### src/rtl/i2cq_pkg.sv
// Shared constants and helpers for the I2C master command/receive queue.
// Assumes a 9-bit host word whose bit 8 marks a read request.
package i2cq_pkg;
    localparam int WORD_W  = 9;
    localparam int BYTE_W  = 8;
    localparam int RD_FLAG = 8;

    // Turn a host word into the entry stored in the command queue.
    function automatic logic [WORD_W-1:0] to_entry(input logic [WORD_W-1:0] w);
        return w[RD_FLAG] ? {1'b1, {BYTE_W{1'b0}}} : {1'b0, w[BYTE_W-1:0]};
    endfunction
endpackage

### src/rtl/cmdq_fifo.sv
// Synchronous FIFO with flush. Pushes into a full queue and pops from an empty
// queue are ignored. Flush takes priority over push and pop.
// Assumes DEPTH >= 2; DEPTH need not be a power of two.
module cmdq_fifo #(
    parameter int DEPTH = 8,
    parameter int W     = 8
) (
    input  logic                       clk,
    input  logic                       rst_n,
    input  logic                       flush,
    input  logic                       push,
    input  logic [W-1:0]               din,
    input  logic                       pop,
    output logic [W-1:0]               dout,
    output logic [$clog2(DEPTH+1)-1:0] count,
    output logic                       full,
    output logic                       empty
);
    localparam int PW = $clog2(DEPTH);
    localparam int CW = $clog2(DEPTH+1);
    localparam logic [PW-1:0] LAST = PW'(DEPTH-1);
    localparam logic [CW-1:0] FULLC = CW'(DEPTH);

    logic [W-1:0]  mem [DEPTH];
    logic [PW-1:0] wp, rp;
    logic          push_ok, pop_ok;

    assign full    = (count == FULLC);
    assign empty   = (count == '0);
    assign push_ok = push && !full;
    assign pop_ok  = pop && !empty;
    assign dout    = mem[rp];

    // Storage write on an accepted push.
    always_ff @(posedge clk) begin
        if (push_ok && !flush) mem[wp] <= din;
    end

    // Pointer and fill tracking.
    always_ff @(posedge clk) begin
        if (!rst_n || flush) begin
            wp    <= '0;
            rp    <= '0;
            count <= '0;
        end else begin
            if (push_ok) wp <= (wp == LAST) ? '0 : wp + 1'b1;
            if (pop_ok)  rp <= (rp == LAST) ? '0 : rp + 1'b1;
            count <= count + CW'(push_ok) - CW'(pop_ok);
        end
    end


    count_bound_chk: assert property (@(posedge clk) disable iff (!rst_n)
        count <= FULLC);

    flush_empty_chk: assert property (@(posedge clk) disable iff (!rst_n)
        flush |=> (count == '0));

    level_steady_chk: assert property (@(posedge clk) disable iff (!rst_n)
        (!flush && push_ok && pop_ok) |=> (count == $past(count)));
endmodule

### src/rtl/cmdq_status.sv
// Threshold statuses and sticky error flags for the queue block.
// Assumes the set events are already qualified by enable and abort.
module cmdq_status #(
    parameter int DEPTH = 8
) (
    input  logic                       clk,
    input  logic                       rst_n,
    input  logic                       en,
    input  logic [$clog2(DEPTH+1)-1:0] tx_cnt,
    input  logic [$clog2(DEPTH+1)-1:0] rx_cnt,
    input  logic [$clog2(DEPTH+1)-1:0] tx_thresh,
    input  logic [$clog2(DEPTH+1)-1:0] rx_thresh,
    input  logic                       set_tx_over,
    input  logic                       set_rx_under,
    input  logic                       set_rx_over,
    input  logic                       clr,
    output logic                       tx_empty_st,
    output logic                       rx_full_st,
    output logic                       tx_over,
    output logic                       rx_under,
    output logic                       rx_over
);
    // Level comparisons against the two water marks.
    always_comb begin
        tx_empty_st = en && (tx_cnt <= tx_thresh);
        rx_full_st  = en && (rx_cnt > rx_thresh);
    end

    // Sticky flags: a new event outranks a clear in the same cycle.
    always_ff @(posedge clk) begin
        if (!rst_n) begin
            tx_over  <= 1'b0;
            rx_under <= 1'b0;
            rx_over  <= 1'b0;
        end else begin
            tx_over  <= set_tx_over  || (tx_over  && !clr);
            rx_under <= set_rx_under || (rx_under && !clr);
            rx_over  <= set_rx_over  || (rx_over  && !clr);
        end
    end


    flag_sticky_chk: assert property (@(posedge clk) disable iff (!rst_n)
        (tx_over && !clr) |=> tx_over);

    set_wins_chk: assert property (@(posedge clk) disable iff (!rst_n)
        (set_rx_over && clr) |=> rx_over);
endmodule

### src/rtl/i2cm_cmd_queue.sv
// Host-side command and receive queueing for an I2C master. One host word
// queues either a byte to send or a read request; the bus engine drains the
// command queue and fills the receive queue. Abort and disable empty both.
// Assumes the bus engine only pops when cmd_valid is high.
module i2cm_cmd_queue
    import i2cq_pkg::*;
#(
    parameter int DEPTH = 8
) (
    input  logic                       clk,
    input  logic                       rst_n,
    input  logic                       en_wr,
    input  logic                       en_wdata,
    output logic                       en_state,
    input  logic                       wr_en,
    input  logic [WORD_W-1:0]          wr_data,
    input  logic                       rd_en,
    output logic [BYTE_W-1:0]          rd_data,
    input  logic [$clog2(DEPTH+1)-1:0] tx_thresh,
    input  logic [$clog2(DEPTH+1)-1:0] rx_thresh,
    output logic [$clog2(DEPTH+1)-1:0] tx_level,
    output logic [$clog2(DEPTH+1)-1:0] rx_level,
    output logic                       tx_empty_st,
    output logic                       rx_full_st,
    output logic                       tx_over,
    output logic                       rx_under,
    output logic                       rx_over,
    input  logic                       flag_clr,
    input  logic                       abort,
    output logic                       cmd_valid,
    output logic [WORD_W-1:0]          cmd_entry,
    input  logic                       cmd_pop,
    input  logic                       rx_push,
    input  logic [BYTE_W-1:0]          rx_byte
);
    logic              flush, live;
    logic              tx_full, tx_empty, rx_full, rx_empty;
    logic [WORD_W-1:0] tx_head;
    logic [BYTE_W-1:0] rx_head;

    // Enable register, written by the host.
    always_ff @(posedge clk) begin
        if (!rst_n)     en_state <= 1'b0;
        else if (en_wr) en_state <= en_wdata;
    end

    // Queue-wide qualifiers.
    always_comb begin
        flush = !en_state || abort;
        live  = en_state && !abort;
    end

    cmdq_fifo #(.DEPTH(DEPTH), .W(WORD_W)) u_txq (
        .clk(clk), .rst_n(rst_n), .flush(flush),
        .push(live && wr_en), .din(to_entry(wr_data)),
        .pop(live && cmd_pop), .dout(tx_head),
        .count(tx_level), .full(tx_full), .empty(tx_empty)
    );

    cmdq_fifo #(.DEPTH(DEPTH), .W(BYTE_W)) u_rxq (
        .clk(clk), .rst_n(rst_n), .flush(flush),
        .push(live && rx_push), .din(rx_byte),
        .pop(rd_en), .dout(rx_head),
        .count(rx_level), .full(rx_full), .empty(rx_empty)
    );

    cmdq_status #(.DEPTH(DEPTH)) u_stat (
        .clk(clk), .rst_n(rst_n), .en(en_state),
        .tx_cnt(tx_level), .rx_cnt(rx_level),
        .tx_thresh(tx_thresh), .rx_thresh(rx_thresh),
        .set_tx_over(live && wr_en && tx_full),
        .set_rx_under(rd_en && rx_empty),
        .set_rx_over(live && rx_push && rx_full),
        .clr(flag_clr),
        .tx_empty_st(tx_empty_st), .rx_full_st(rx_full_st),
        .tx_over(tx_over), .rx_under(rx_under), .rx_over(rx_over)
    );

    // Output presentation, zeroed when nothing is held.
    always_comb begin
        cmd_valid = en_state && !tx_empty;
        cmd_entry = cmd_valid ? tx_head : '0;
        rd_data   = rx_empty ? '0 : rx_head;
    end


    dis_idle_chk: assert property (@(posedge clk) disable iff (!rst_n)
        !en_state |=> (tx_level == '0 && rx_level == '0));

    tx_over_chk: assert property (@(posedge clk) disable iff (!rst_n)
        (en_state && !abort && wr_en && tx_level == DEPTH) |=> (tx_over && tx_level == DEPTH - $past(cmd_pop)));

    rx_under_chk: assert property (@(posedge clk) disable iff (!rst_n)
        (rd_en && rx_level == '0) |-> (rd_data == '0) ##1 rx_under);

    rx_over_chk: assert property (@(posedge clk) disable iff (!rst_n)
        (en_state && !abort && rx_push && rx_level == DEPTH) |=> rx_over);

    abort_clear_chk: assert property (@(posedge clk) disable iff (!rst_n)
        abort |=> (tx_level == '0 && rx_level == '0 && !cmd_valid));
endmodule

### config.mk
export PLATFORM = sky130hd
export DESIGN_NAME = i2cm_cmd_queue
export DESIGN_NICKNAME = d
export VERILOG_FILES = /design/src/rtl/i2cq_pkg.sv /design/src/rtl/cmdq_fifo.sv /design/src/rtl/cmdq_status.sv /design/src/rtl/i2cm_cmd_queue.sv
export SDC_FILE = /design/constraint.sdc
export NUM_CORES = 1
export LEC_CHECK = 0
export ABC_AREA = 1
export BUFFER_PORTS_ARGS = -buffer_cell sky130_fd_sc_hd__buf_2
export CORE_ASPECT_RATIO = 1.1
export CORE_MARGIN = 3
export CORE_UTILIZATION = 45
export CTS_CLUSTER_SIZE = 10
export DETAILED_ROUTE_END_ITERATION = 7
export GPL_TIMING_DRIVEN = 0
export PLACE_DENSITY = 0.75
export SKIP_CTS_REPAIR_TIMING = 1
export SLEW_MARGIN = 10
export SYNTH_ARGS = -nofsm -noshare
export SYNTH_HDL_FRONTEND = slang
export SYNTH_HIERARCHICAL = 1
export SYNTH_SLANG_ARGS = --single-unit
### constraint.sdc
create_clock -name clk -period 3.6 [get_ports clk]
set_input_delay 0.18 -clock clk [delete_from_list [all_inputs] [get_ports clk]]
set_output_delay 0.18 -clock clk [all_outputs]
set_load 0.05 [all_outputs]
# --- Word-level counts from Yosys, hierarchy flattened ---
# Memory sizes are Yosys's and may differ from the RTL's. A register that Yosys moved wholly into a read port is not among the register bits.
# Cells that the tools add are included.
op_classes:
  n_addsub: 8
  order_cmp: 2
  n_eq_ne: 6
  n_mux: 15
  n_reduce_logical: 35
ops:
  columns: ["operator", "count"]
  rows:
  - ["2-to-1 mux 3 bit", 8]
  - ["logical AND 1 bit", 19]
  - ["2-to-1 mux 9 bit", 2]
  - ["adder 3 x 1 -> 3 bit, second input constant", 4]
  - ["equality test 3 bit, second input constant", 4]
  - ["zero test 1 bit", 9]
  - ["adder 4 x 1 -> 4 bit", 2]
  - ["equality test 4 bit, second input constant", 2]
  - ["zero test 4 bit", 2]
  - ["2-to-1 mux 8 bit", 1]
  - ["subtractor 4 x 1 -> 4 bit", 2]
  - ["logical OR 1 bit", 5]
  - ["> comparator 4 bit", 1]
  - ["<= comparator 4 bit", 1]
  - ["2-to-1 mux 1 bit", 4]
word_totals:
  ff_bits: 24
  ram_bits: 136
  in_bits: 35
  output_inout_bits: 32
  word_cells: 78
  memories: 2
mem_list:
  columns: ["name", "depth", "width", "read_ports", "rd_clocked_by_memory_dff", "wr", "line", "rtl"]
  rows:
  - ["u_txq.mem", 8, 9, 1, 1, 1, "cmdq_fifo.sv:24", "logic [W-1:0] mem [DEPTH];"]
  - ["u_rxq.mem", 8, 8, 1, 1, 1, "cmdq_fifo.sv:24", null]

# --- Longest topological paths before layout ---
# Gate-level depths: netlist of the first run.
logic_depth:
  word_depth: 7
  mapped_depth: 13
  ltp_nobuf: 13

# --- Cells and area by module ---
# Netlist of the first run, hierarchy kept.
modules_own_cells:
  columns: ["mod", "n_inst", "cells_each", "area_each_um2", "seq_area_each_um2"]
  rows:
  - ["cmdq_fifo (u_txq)", 1, 414, 3950.0, 2422.3]
  - ["cmdq_fifo (u_rxq)", 1, 381, 3612.2, 2182.1]
  - ["cmdq_status", 1, 48, 322.8, 60.1]
  - ["i2cm_cmd_queue", 1, 75, 314.1, 20.0]

# --- Worst setup path before layout of the first run ---
# Ideal clock, no wire load.
synth_path:
  path_type: "reg2out"
  start: "register u_txq.count[2]"
  end: "output cmd_entry[0]"
  t_arrival_ns: 2.400
  required_ns: 3.420
  setup_slack_ns: 1.020
  stages_incl_launch_ff: 8
  n_path_buf: 0
  path_cell_list: "dfxtp_1 > inv_1 > ha_1 > nand3_1 > inv_1 > nor2_4 > inv_2 > nor2_1"
synth_via:
  elab_chain_len: 4
synth_lines:
  columns: ["element", "line", "rtl"]
  rows:
  - ["start: declaration", "cmdq_fifo.sv:15", "output logic [$clog2(DEPTH+1)-1:0] count,"]
  - ["start signal: assignment", "cmdq_fifo.sv:48", "count <= count + CW'(push_ok) - CW'(pop_ok);"]
  - ["zero test 4 bit", "cmdq_fifo.sv:29", "assign empty = (count == '0);"]
  - ["net tx_empty", "i2cm_cmd_queue.sv:37", "logic tx_full, tx_empty, rx_full, rx_empty;"]
  - ["zero test 1 bit", "i2cm_cmd_queue.sv:81", "cmd_valid = en_state && !tx_empty;"]
  - ["logical AND 1 bit", "i2cm_cmd_queue.sv:81", null]
  - ["net cmd_valid", "i2cm_cmd_queue.sv:30", "output logic cmd_valid,"]
  - ["2-to-1 mux 9 bit", "i2cm_cmd_queue.sv:82", "cmd_entry = cmd_valid ? tx_head : '0;"]
  - ["end: declaration", "i2cm_cmd_queue.sv:31", "output logic [WORD_W-1:0] cmd_entry,"]
# The timed path passes the listed nets, and every way through them passes these cells.

# --- Worst setup path after layout of the first run ---
layout_path:
  start: "register en_state"
  end: "memory u_txq/mem[2][3] (netlist bit) (enable)"
layout_via:
  elab_chain_len: 6
  elab_cells_between_ends: 9
  cone_classes: "mux (2); reduce/logical (7)"
layout_lines:
  columns: ["element", "line", "rtl"]
  rows:
  - ["start: declaration", "i2cm_cmd_queue.sv:14", "output logic en_state,"]
  - ["start signal: assignment", "i2cm_cmd_queue.sv:44", "else if (en_wr) en_state <= en_wdata;"]
  - ["logical AND 1 bit / zero test 1 bit (equally long branches)", "i2cm_cmd_queue.sv:50, i2cm_cmd_queue.sv:49", null]
  - ["logical AND 1 bit / logical OR 1 bit (equally long branches)", "i2cm_cmd_queue.sv:55, i2cm_cmd_queue.sv:49", null]
  - ["logical AND 1 bit / zero test 1 bit (equally long branches)", "cmdq_fifo.sv:30, cmdq_fifo.sv:36", null]
  - ["logical AND 1 bit *", "cmdq_fifo.sv:36", "if (push_ok && !flush) mem[wp] <= din;"]
  - ["2-to-1 mux 1 bit *", "cmdq_fifo.sv:36", null]
  - ["2-to-1 mux 1 bit (not written as such) *", "cmdq_fifo.sv:36", null]
  - ["end: declaration", "cmdq_fifo.sv:24", null]
# Every way passes the cells marked *; elsewhere a longest branch is shown, timed or not.

==> run metrics, run 1 <==
fin crit share=72.98%; full die area=19880 um^2; CP endpoint kind=flop; CP Max Fanout=9; CP peak stage delay=0.98 ns; crit path kind=reg -> reg; worst-case clock buffer depth=2; Clock Sinks=166; ys async rst share=0%; Slew Viols, Final=0; crit path DAT=2.66 ns; Setup WS post-layout=0.9725 ns; GRT Util Overall=17.71%; failing checks=negative hold slack; CTS tree=built; DP HPWL=11420 um; slew margin rel.=18.63%; H-Tree Depth=4; final hold viol count=1; Synth Instances=918; GRT overflow=0; worst hold path class=in -> reg; Skew-Pair Late Insertion Delay=0.42 ns; actual slew at the worst max-slew pin=1.211 ns; power per cell area=421.9 nW/um^2; Rows=51; initial antenna violation count=0; post-synthesis cell area=8199 um^2; Placer Congestion=0.7980; Total Wirelength=16810 um; clk root buf=clkbuf_16; Tmin final=2.627 ns; chip width=134.7 um; ANT cells=0; DR iter-0 viols=379; Ys Warns=6; Die Height=147.6 um; GR Layer Usage met1=22.72%; Max Clk Rate=380.6 MHz; total CTS buffers=17; DRC=0; Initial Util=46.05%; wire length per cell=13.38 um; via count of the routed design=5803; Post-synth EDFFs=136; Critical-path top delay cell=nor3_1; placed cells=1224; status=finished with violations; vias in the first global route=5423; Top delay family on crit path=simple AND/OR/NAND/NOR gates; DRT antenna net count=0; nets=1070; layout cells sized above 1=17.49%; Setup Skew=0.007722 ns; I/O Pins=67; first-pass GRT wire length=27200 um; crit path buf inv count=2; synthesis-stage register bit count=166; met2 Usage GRT=29.40%; CP cell instances=nand3_1, inv_1, clkbuf_2, nand3_2, nor3_1; maxcap violations=0; dpl ws=0.9103 ns; Worst-path clk slew=0.06 ns; Via density=4.620; Port Buffer Count=66; synthesized net count=983; CORE AREA=17800 um^2; GR peak layer=met2; Worst Hold Slack=-0.01156 ns; P&R area growth vs syn=16.22%; Leakage=4.512 nW; Unique masters post-synth=29; Worst setup SP type=flop; routing usage on met3=3.744%; pin count of the biggest net entering global routing=17; RSZ-0062 raised after global routing=false; Worst EP required=3.63 ns; Synth Flop Type=edfxtp_1; Cell Count, Final, Fillers Out=1256; sequential area share after synthesis=57.13%; VDD IR-drop max=0.3295 mV; Pre-antenna DRT Iters=4; setup TNS=0 ns; Syn Area/Cell=8.931 um^2; # setup viols final=0
==> layer usage <==
| metal | part of all wire, % | vias to the layer above |
|---|---|---|
| li1 | - | 2990 |
| met1 | 44 | 2619 |
| met2 | 48 | 162 |
| met3 | 4.9 | 32 |
| met4 | 2.6 | 0 |
| met5 | 0 | - |
==> tightest hold or removal path: cells and delay by family <==
family                 cells  cell delay, ns
buffers and inverters      1            0.09
and+or+nand+nor            2            0.11
==> cell type report <==
class                   instances  area, um^2
clock inverters                10       147.6
repair buffers                 68       345.3
well taps                     238       297.8
clock buffers                  22       464.2
multi-input cells             491        2472
fillers                      1564        8274
inverters                     235       894.6
plain buffers                  26       222.7
flip-flops and latches        166        4684
==> report_power, final <==
part / total (mW) / leakage (nW) / internal, mW / switching, mW
Clock: 1.85 / 0.293 / 1.14 / 0.711
Sequential: 2.08 / 1.48 / 2.08 / 0.00317
Combinational: 0.0952 / 2.74 / 0.0286 / 0.0665
Total: 4.02 / 4.51 / 3.24 / 0.781
==> final timing paths <==
check | slack, ns | from | cells after the start | endpoint
worst max-delay path | 0.97 | en_state | 5 | u_txq/mem[2][3]
worst min-delay path | -0.01 | en_wr | 3 | en_state
worst max register to register | 0.97 | en_state | 5 | u_txq/mem[2][3]
worst min register to register | 0.49 | u_stat/rx_under | 2 | u_stat/rx_under
==> state kept, by name, summed over array words and instances (netlist names), named ones only <==
register         cells
en_state             1
u_rxq/count          4
u_rxq/mem           64
u_rxq/rp             3
u_rxq/wp             3
u_stat/rx_over       1
u_stat/rx_under      1
u_stat/tx_over       1
u_txq/count          4
u_txq/mem           72
u_txq/rp             3
u_txq/wp             3
==> synthesized netlist by cell type (all sizes together), types with 3 or more instances <==
cell    count  area, um^2
a21oi      21       108.9
buf        23       209.0
clkbuf      3       13.76
dfxtp      30       600.6
edfxtp    136        4084
ha         28       350.3
inv       233       887.1
nand2     266        1049
nand3      91       480.5
nor2       59       236.5
nor3       16       80.08
or2         4       25.02
==> kinds of logic (layout without fill, tap and decap cells) <==
family                     Yosys count  in the layout  share of synthesized area, %
xor gates and xnor gates             2              2                        0.2137
and+or+nand+nor                    436            436                         22.81
AOI/OAI and AO/OA                   23             23                         1.450
buffers and inverters              261            361                         13.63
adders and majority gates           30             30                         4.761
DFF                                166            166                         57.13
==> per-stage QoR <==
stage / hold slack [ns] / utilization [%] / power [mW] / area [um^2]
after floorplan: 0.2789 / - / 2.167 / 8199
after global placement: 0.4164 / 49.58 / 2.213 / 8827
after detailed placement: 0.4196 / 50.00 / 2.216 / 8902
after CTS: -0.03410 / 53.44 / 4.056 / 9514
after global routing: 0.02122 / 53.52 / 4.154 / 9529
final: -0.01156 / 53.52 / 4.021 / 9529
==> cell usage in the layout (no fill, tap or decap), types with 15 or more instances in the layout <==
| master | n |
|---|---|
| a21oi_1 | 20 |
| buf_2 | 71 |
| clkbuf_16 | 17 |
| dfxtp_1 | 30 |
| edfxtp_1 | 136 |
| ha_1 | 28 |
| inv_1 | 226 |
| nand2_1 | 246 |
| nand2_2 | 20 |
| nand3_1 | 86 |
| nor2_1 | 55 |
| nor3_2 | 15 |
(Power assumes the default switching activity.)
==> run 2: changes to the inputs <==
--- a/config.mk
+++ b/config.mk
@@ -13,7 +13,7 @@
 export CTS_CLUSTER_SIZE = 10
 export DETAILED_ROUTE_END_ITERATION = 7
 export GPL_TIMING_DRIVEN = 0
-export PLACE_DENSITY = 0.75
+export PLACE_DENSITY = 0.77
 export SKIP_CTS_REPAIR_TIMING = 1
 export SLEW_MARGIN = 10
 export SYNTH_ARGS = -nofsm -noshare
==> constraint.sdc (replaced) <==
create_clock -name clk -period 2.4 [get_ports clk]
set_input_delay 0.12 -clock clk [delete_from_list [all_inputs] [get_ports clk]]
set_output_delay 0.12 -clock clk [all_outputs]
set_load 0.05 [all_outputs]
==> run metrics, run 2 (synthesized netlist as in run 1, its figures left out) <==
Worst R2R Path Depth=5 (unchanged); I/O Pins=67 (unchanged); vias in the first global route=5519 (+1.8%); CP endpoint kind=flop; Via density=4.691 (+1.5%); Max Clk Rate=449.4 MHz (+18%); Clock power frac=45.1% (-0.8 points); hold path cells=3 (unchanged); Rows=51 (unchanged); nets=1079 (+0.84%); Worst setup SP type=flop; Pre-antenna DRT Iters=5 (+1); wire length per cell=13.54 um (+1.2%); Die Height=147.6 um (unchanged); CORE AREA=17800 um^2 (unchanged); worst-case clock buffer depth=2 (unchanged); via count of the routed design=5934 (+2.3%); net switching power=1.319 mW (+69%); Sequential Power Share=52.3% (+0.6 points); CP cell instances=nand3_1, inv_1, clkbuf_2, nand3_2, nor3_2; crit path kind=reg -> reg; P&R area growth vs syn=17.34%; first-pass GRT wire length=26530 um (-2.5%); reg2reg setup slack=0.17 ns (-0.80 ns); RSZ-0062 raised after global routing=false; ANT cells=0 (unchanged); total CTS buffers=17 (unchanged); Slew Viols, Final=0 (unchanged); commonest non-fill, non-tap cells in the layout=nand2_1, inv_1, edfxtp_1; crit path DAT=2.28 ns (-0.38 ns); Clock Sinks=166 (unchanged); CP Max Fanout=8 (-1); final hold viol count=0 (-1); pin count of the biggest net entering global routing=18 (+1); placed cells=1223 (-0.082%); Worst EP required=2.45 ns (-1.18 ns); DRC=0 (unchanged); layout cells sized above 1=18.01% (+0.53 points); worst hold path class=in -> reg; cell internal pwr=4.641 mW (+43%); crit path buf inv count=2 (unchanged); Total Wirelength=17130 um (+1.9%); CP peak stage delay=0.77 ns (-0.21 ns); H-Tree Depth=4 (unchanged); Skew-Pair Late Insertion Delay=0.43 ns (about the same); clk root buf=clkbuf_16; Hold Path End=u_txq/count[1]; VDD IR-drop max=0.5192 mV (+58%); Setup Skew=0.008526 ns (+0.0008041 ns); Top delay family on crit path=simple AND/OR/NAND/NOR gates; Reg with most FFs=u_txq/mem; Tmin final=2.225 ns (-0.4024 ns); Worst Hold Slack=0.03839 ns (+0.04995 ns); Port Buffer Count=66 (unchanged); biggest regs=u_txq/mem x72, u_rxq/mem x64; power per cell area=619.5 nW/um^2 (+47%); # setup viols final=0 (unchanged); chip width=134.7 um (unchanged); CTS tree=built; switching share of total power=22.13% (+2.7 points); slew margin rel.=38.07% (+19 points); maxcap violations=0 (unchanged); Worst-path clk slew=0.07 ns (about the same); Initial Util=46.05% (unchanged); actual slew at the worst max-slew pin=0.9240 ns (-0.2872 ns); Critical-path top delay cell=nor3_2; full die area=19880 um^2 (unchanged); DR iter-0 viols=375 (-1.1%); fin crit share=92.71% (+20 points); DRT antenna net count=0 (unchanged); commonest non-fill, non-tap cell in the layout=nand2_1; Cell Count, Final, Fillers Out=1265 (+0.72%); min-delay src=rst_n; max FFs per register=72 (unchanged); DP HPWL=11600 um (+1.5%); GRT overflow=0 (unchanged); Leakage=4.546 nW (+0.75%); initial antenna violation count=0 (unchanged); GRT Util Overall=17.24% (-0.47 points); worst r2r src=en_state; combinational power share=2.6% (+0.2 points); Placer Congestion=0.7948 (-0.40%); reg2reg end=u_rxq/mem[5][6]; status=finished clean
[run 2: cell types whose count changed in the layout (fill, tap and decap cells not counted), sizes merged]
cell,before,now
inv,235,238
buf,91,90
bufinv,3,1
clkinvlp,2,3
clkbuf,25,20
clkinv,5,8
dlygate4sd3,0,10
[run 2: final cells by class]
| cell class | instances | area [um^2] |
|---|---|---|
| inverter | 235 | 894.6 |
| multi-input combinational | 491 | 2485 |
| fill | 1550 | 8183 |
| sequential | 166 | 4688 |
| clock buffer | 17 | 425.4 |
| timing repair buffer | 77 | 437.9 |
| clock inverter | 15 | 168.9 |
| buffer | 26 | 222.7 |
| tap | 238 | 297.8 |
[run 2: how the worst max path moves through the flow]
stage / start / end / slack (ns) / cells after the start
after floorplan: u_txq/count[3] / cmd_entry[0] / -0.04 / 7
after CTS: en_state / u_rxq/mem[0][7] / -0.25 / 5
after global placement: en_state / u_txq/mem[5][0] / -0.21 / 5
after global routing: en_state / u_rxq/mem[5][6] / 0.01 / 5
after detailed placement: en_state / u_rxq/mem[3][6] / -0.15 / 5
final: en_state / u_rxq/mem[5][6] / 0.17 / 5
[run 2: per-stage QoR]
stage / TNS (ns) / util, % / total power, mW / area (um^2) / worst slack (ns)
2_1_floorplan: -0.2937 / - / 3.250 / 8203 / -0.04196
6_report: 0 / 54.04 / 5.960 / 9620 / 0.1749
3_3_place_gp: -7.849 / 49.60 / 3.318 / 8831 / -0.2070
3_5_place_dp: -4.170 / 49.87 / 3.324 / 8879 / -0.1487
5_1_grt: 0 / 54.04 / 6.141 / 9620 / 0.01398
4_1_cts: -5.961 / 53.21 / 5.987 / 9473 / -0.2528
[run 2: power by group through the flow]
stage	sequential, mW	clock [mW]	combinational (mW)
after floorplan	3.19	0	0.0629
after global placement	3.18	0	0.138
after detailed placement	3.18	0	0.143
after CTS	3.12	2.73	0.144
after global routing	3.12	2.85	0.176
final	3.12	2.69	0.156
[run 2: per-layer routing]
layer / vias up / part of all wire [%] / global-route usage [%]
met3: 30 / 5.4 / 3.744
li1: 3012 / - / -
met1: 2720 / 43 / 20.93
met2: 172 / 50 / 29.63
met5: - / 0 / 0
met4: 0 / 2.2 / 7.332
[run 2: tightest hold or removal path, stage by stage]
cell and delay, ns:
buf_2 0.13, nand2_1 0.13, nor2_1 0.05
==> run 3: changes to the inputs <==
==> constraint.sdc (replaced) <==
create_clock -name clk -period 1.8 [get_ports clk]
set_input_delay 0.09 -clock clk [delete_from_list [all_inputs] [get_ports clk]]
set_output_delay 0.09 -clock clk [all_outputs]
set_load 0.05 [all_outputs]
==> run metrics, run 3 (synthesized netlist as in run 1, its figures left out) <==
Initial Util=46.05% (unchanged); # setup viols final=26 (+26); wire length per cell=15.09 um (+11%); Skew-Pair Late Insertion Delay=0.43 ns (about the same); chip width=134.7 um (unchanged); actual slew at the worst max-slew pin=0.6721 ns (-0.2519 ns); initial antenna violation count=0 (unchanged); GRT Util Overall=18.08% (+0.84 points); Slew Viols, Final=0 (unchanged); Total Wirelength=19870 um (+16%); vias in the first global route=5692 (+3.1%); crit path kind=reg -> reg; CP Max Fanout=5 (-3); crit path DAT=2.28 ns (about the same); Rows=51 (unchanged); Port Buffer Count=66 (unchanged); Worst Hold Slack=-0.002061 ns (-0.04045 ns); H-Tree Depth=4 (unchanged); Worst EP required=2.12 ns (-0.33 ns); worst-case clock buffer depth=2 (unchanged); Worst R2R Path Depth=11 (+6); DRT antenna net count=0 (unchanged); Worst-path clk slew=0.07 ns (about the same); Reg with most FFs=u_txq/mem; CP endpoint kind=flop; DR iter-0 viols=595 (+59%); DRC=0 (unchanged); GRT overflow=0 (unchanged); fill count=1300 (-16%); Pre-antenna DRT Iters=5 (unchanged); CTS tree=built; DP HPWL=11540 um (-0.47%); Clock Sinks=166 (unchanged); Die Height=147.6 um (unchanged); first-pass GRT wire length=27940 um (+5.3%); Leakage=5.077 nW (+12%); biggest regs=u_txq/mem x72, u_rxq/mem x64; min-delay src=rst_n; total CTS buffers=17 (unchanged); layout cells sized above 1=28.82% (+11 points); placed cells=1222 (-0.082%); final hold viol count=6 (+6); failing checks=negative hold slack, negative setup slack; status=finished with violations; worst hold path class=in -> reg; ANT cells=0 (unchanged); hold path cells=3 (unchanged); Setup WS post-layout=-0.1588 ns (-0.3337 ns); final instance area=11030 um^2 (+15%); Tmin final=1.959 ns (-0.2663 ns); slew margin rel.=55.03% (+17 points); clk root buf=clkbuf_16; max FFs per register=72 (unchanged); commonest non-fill, non-tap cell in the layout=nand2_1; worst r2r src=u_rxq/count[2]; RSZ-0062 raised after global routing=true; via count of the routed design=6374 (+7.4%); Worst setup SP type=flop; Placer Congestion=0.8138 (+2.4%); commonest non-fill, non-tap cells in the layout=nand2_1, inv_1, edfxtp_1; pin count of the biggest net entering global routing=17 (-1); Sequential cell area=4721 um^2 (+0.69%); I/O Pins=67 (unchanged); CORE AREA=17800 um^2 (unchanged); DP Area=9096 um^2 (+2.5%); reg2reg end=u_rxq/count[1]; Setup Skew=0.009456 ns (+0.0009296 ns); Via density=4.840 (+3.2%); Hold Path End=u_txq/count[0]; nets=1131 (+4.8%); full die area=19880 um^2 (unchanged); fin crit share=108.8% (+16 points); maxcap violations=0 (unchanged); power per cell area=712.8 nW/um^2 (+15%); P&R area growth vs syn=34.53%; Max Clk Rate=510.5 MHz (+14%); VDD IR-drop max=0.6626 mV (+28%); reg2reg setup slack=-0.16 ns (-0.33 ns); Multi-input gate area=2993 um^2 (+20%); Cell Count, Final, Fillers Out=1317 (+4.1%)
[run 3: how the worst max path moves through the flow]
stage,from,endpoint,slack (ns),cells past startpoint
4_1_cts,en_state,u_txq/mem[2][7],-0.71,5
2_1_floorplan,u_txq/count[2],u_txq/count[1],-0.22,11
5_1_grt,u_rxq/count[2],u_rxq/count[2],-0.24,12
3_3_place_gp,en_state,u_txq/mem[4][2],-0.65,5
6_report,u_rxq/count[2],u_rxq/count[1],-0.16,11
3_5_place_dp,en_state,u_txq/mem[6][1],-0.65,5
[run 3: final cells by class]
type	instances	share of cell area [%]
plain buffers	26	2.666
clock buffers	19	3.925
clock inverters	13	1.123
inverters	235	8.473
multi-input cells	491	27.13
flip-flops and latches	166	42.80
well taps	238	2.700
repair buffers	129	11.18
[run 3: report_power, final]
part	switching, mW	internal, mW
Combinational	0.153	0.0941
Sequential	0.00546	4.14
Clock	1.55	1.92
Total	1.71	6.15
[run 3: critical path, cell delays in order (launching register included)]
cell,delay [ns]
dfxtp_4,0.37
inv_4,0.05
ha_4,0.16
nand3_4,0.10
inv_2,0.05
nor2_2,0.11
ha_4,0.21
inv_2,0.07
ha_4,0.15
inv_2,0.04
fa_2,0.51
nor2_1,0.03
[run 3: per-layer routing]
| metal | vias to the layer above | share of wire (%) | global-route usage [%] |
|---|---|---|---|
| li1 | 3126 | - | - |
| met1 | 3002 | 40 | 22.22 |
| met2 | 210 | 53 | 31.08 |
| met3 | 36 | 5.6 | 4.187 |
| met4 | 0 | 2.0 | 6.670 |
| met5 | - | 0 | 0 |
[run 3: through the flow]
step                      TNS, ns  total power, mW  util [%]  worst slack (ns)
after floorplan            -12.65            4.325         -           -0.2192
after global placement     -51.50            4.412     51.01           -0.6498
after detailed placement   -46.64            4.419     51.09           -0.6462
after CTS                  -51.59            7.816     54.22           -0.7119
after global routing       -4.523            8.086     61.96           -0.2373
final                      -1.431            7.863     61.96           -0.1588
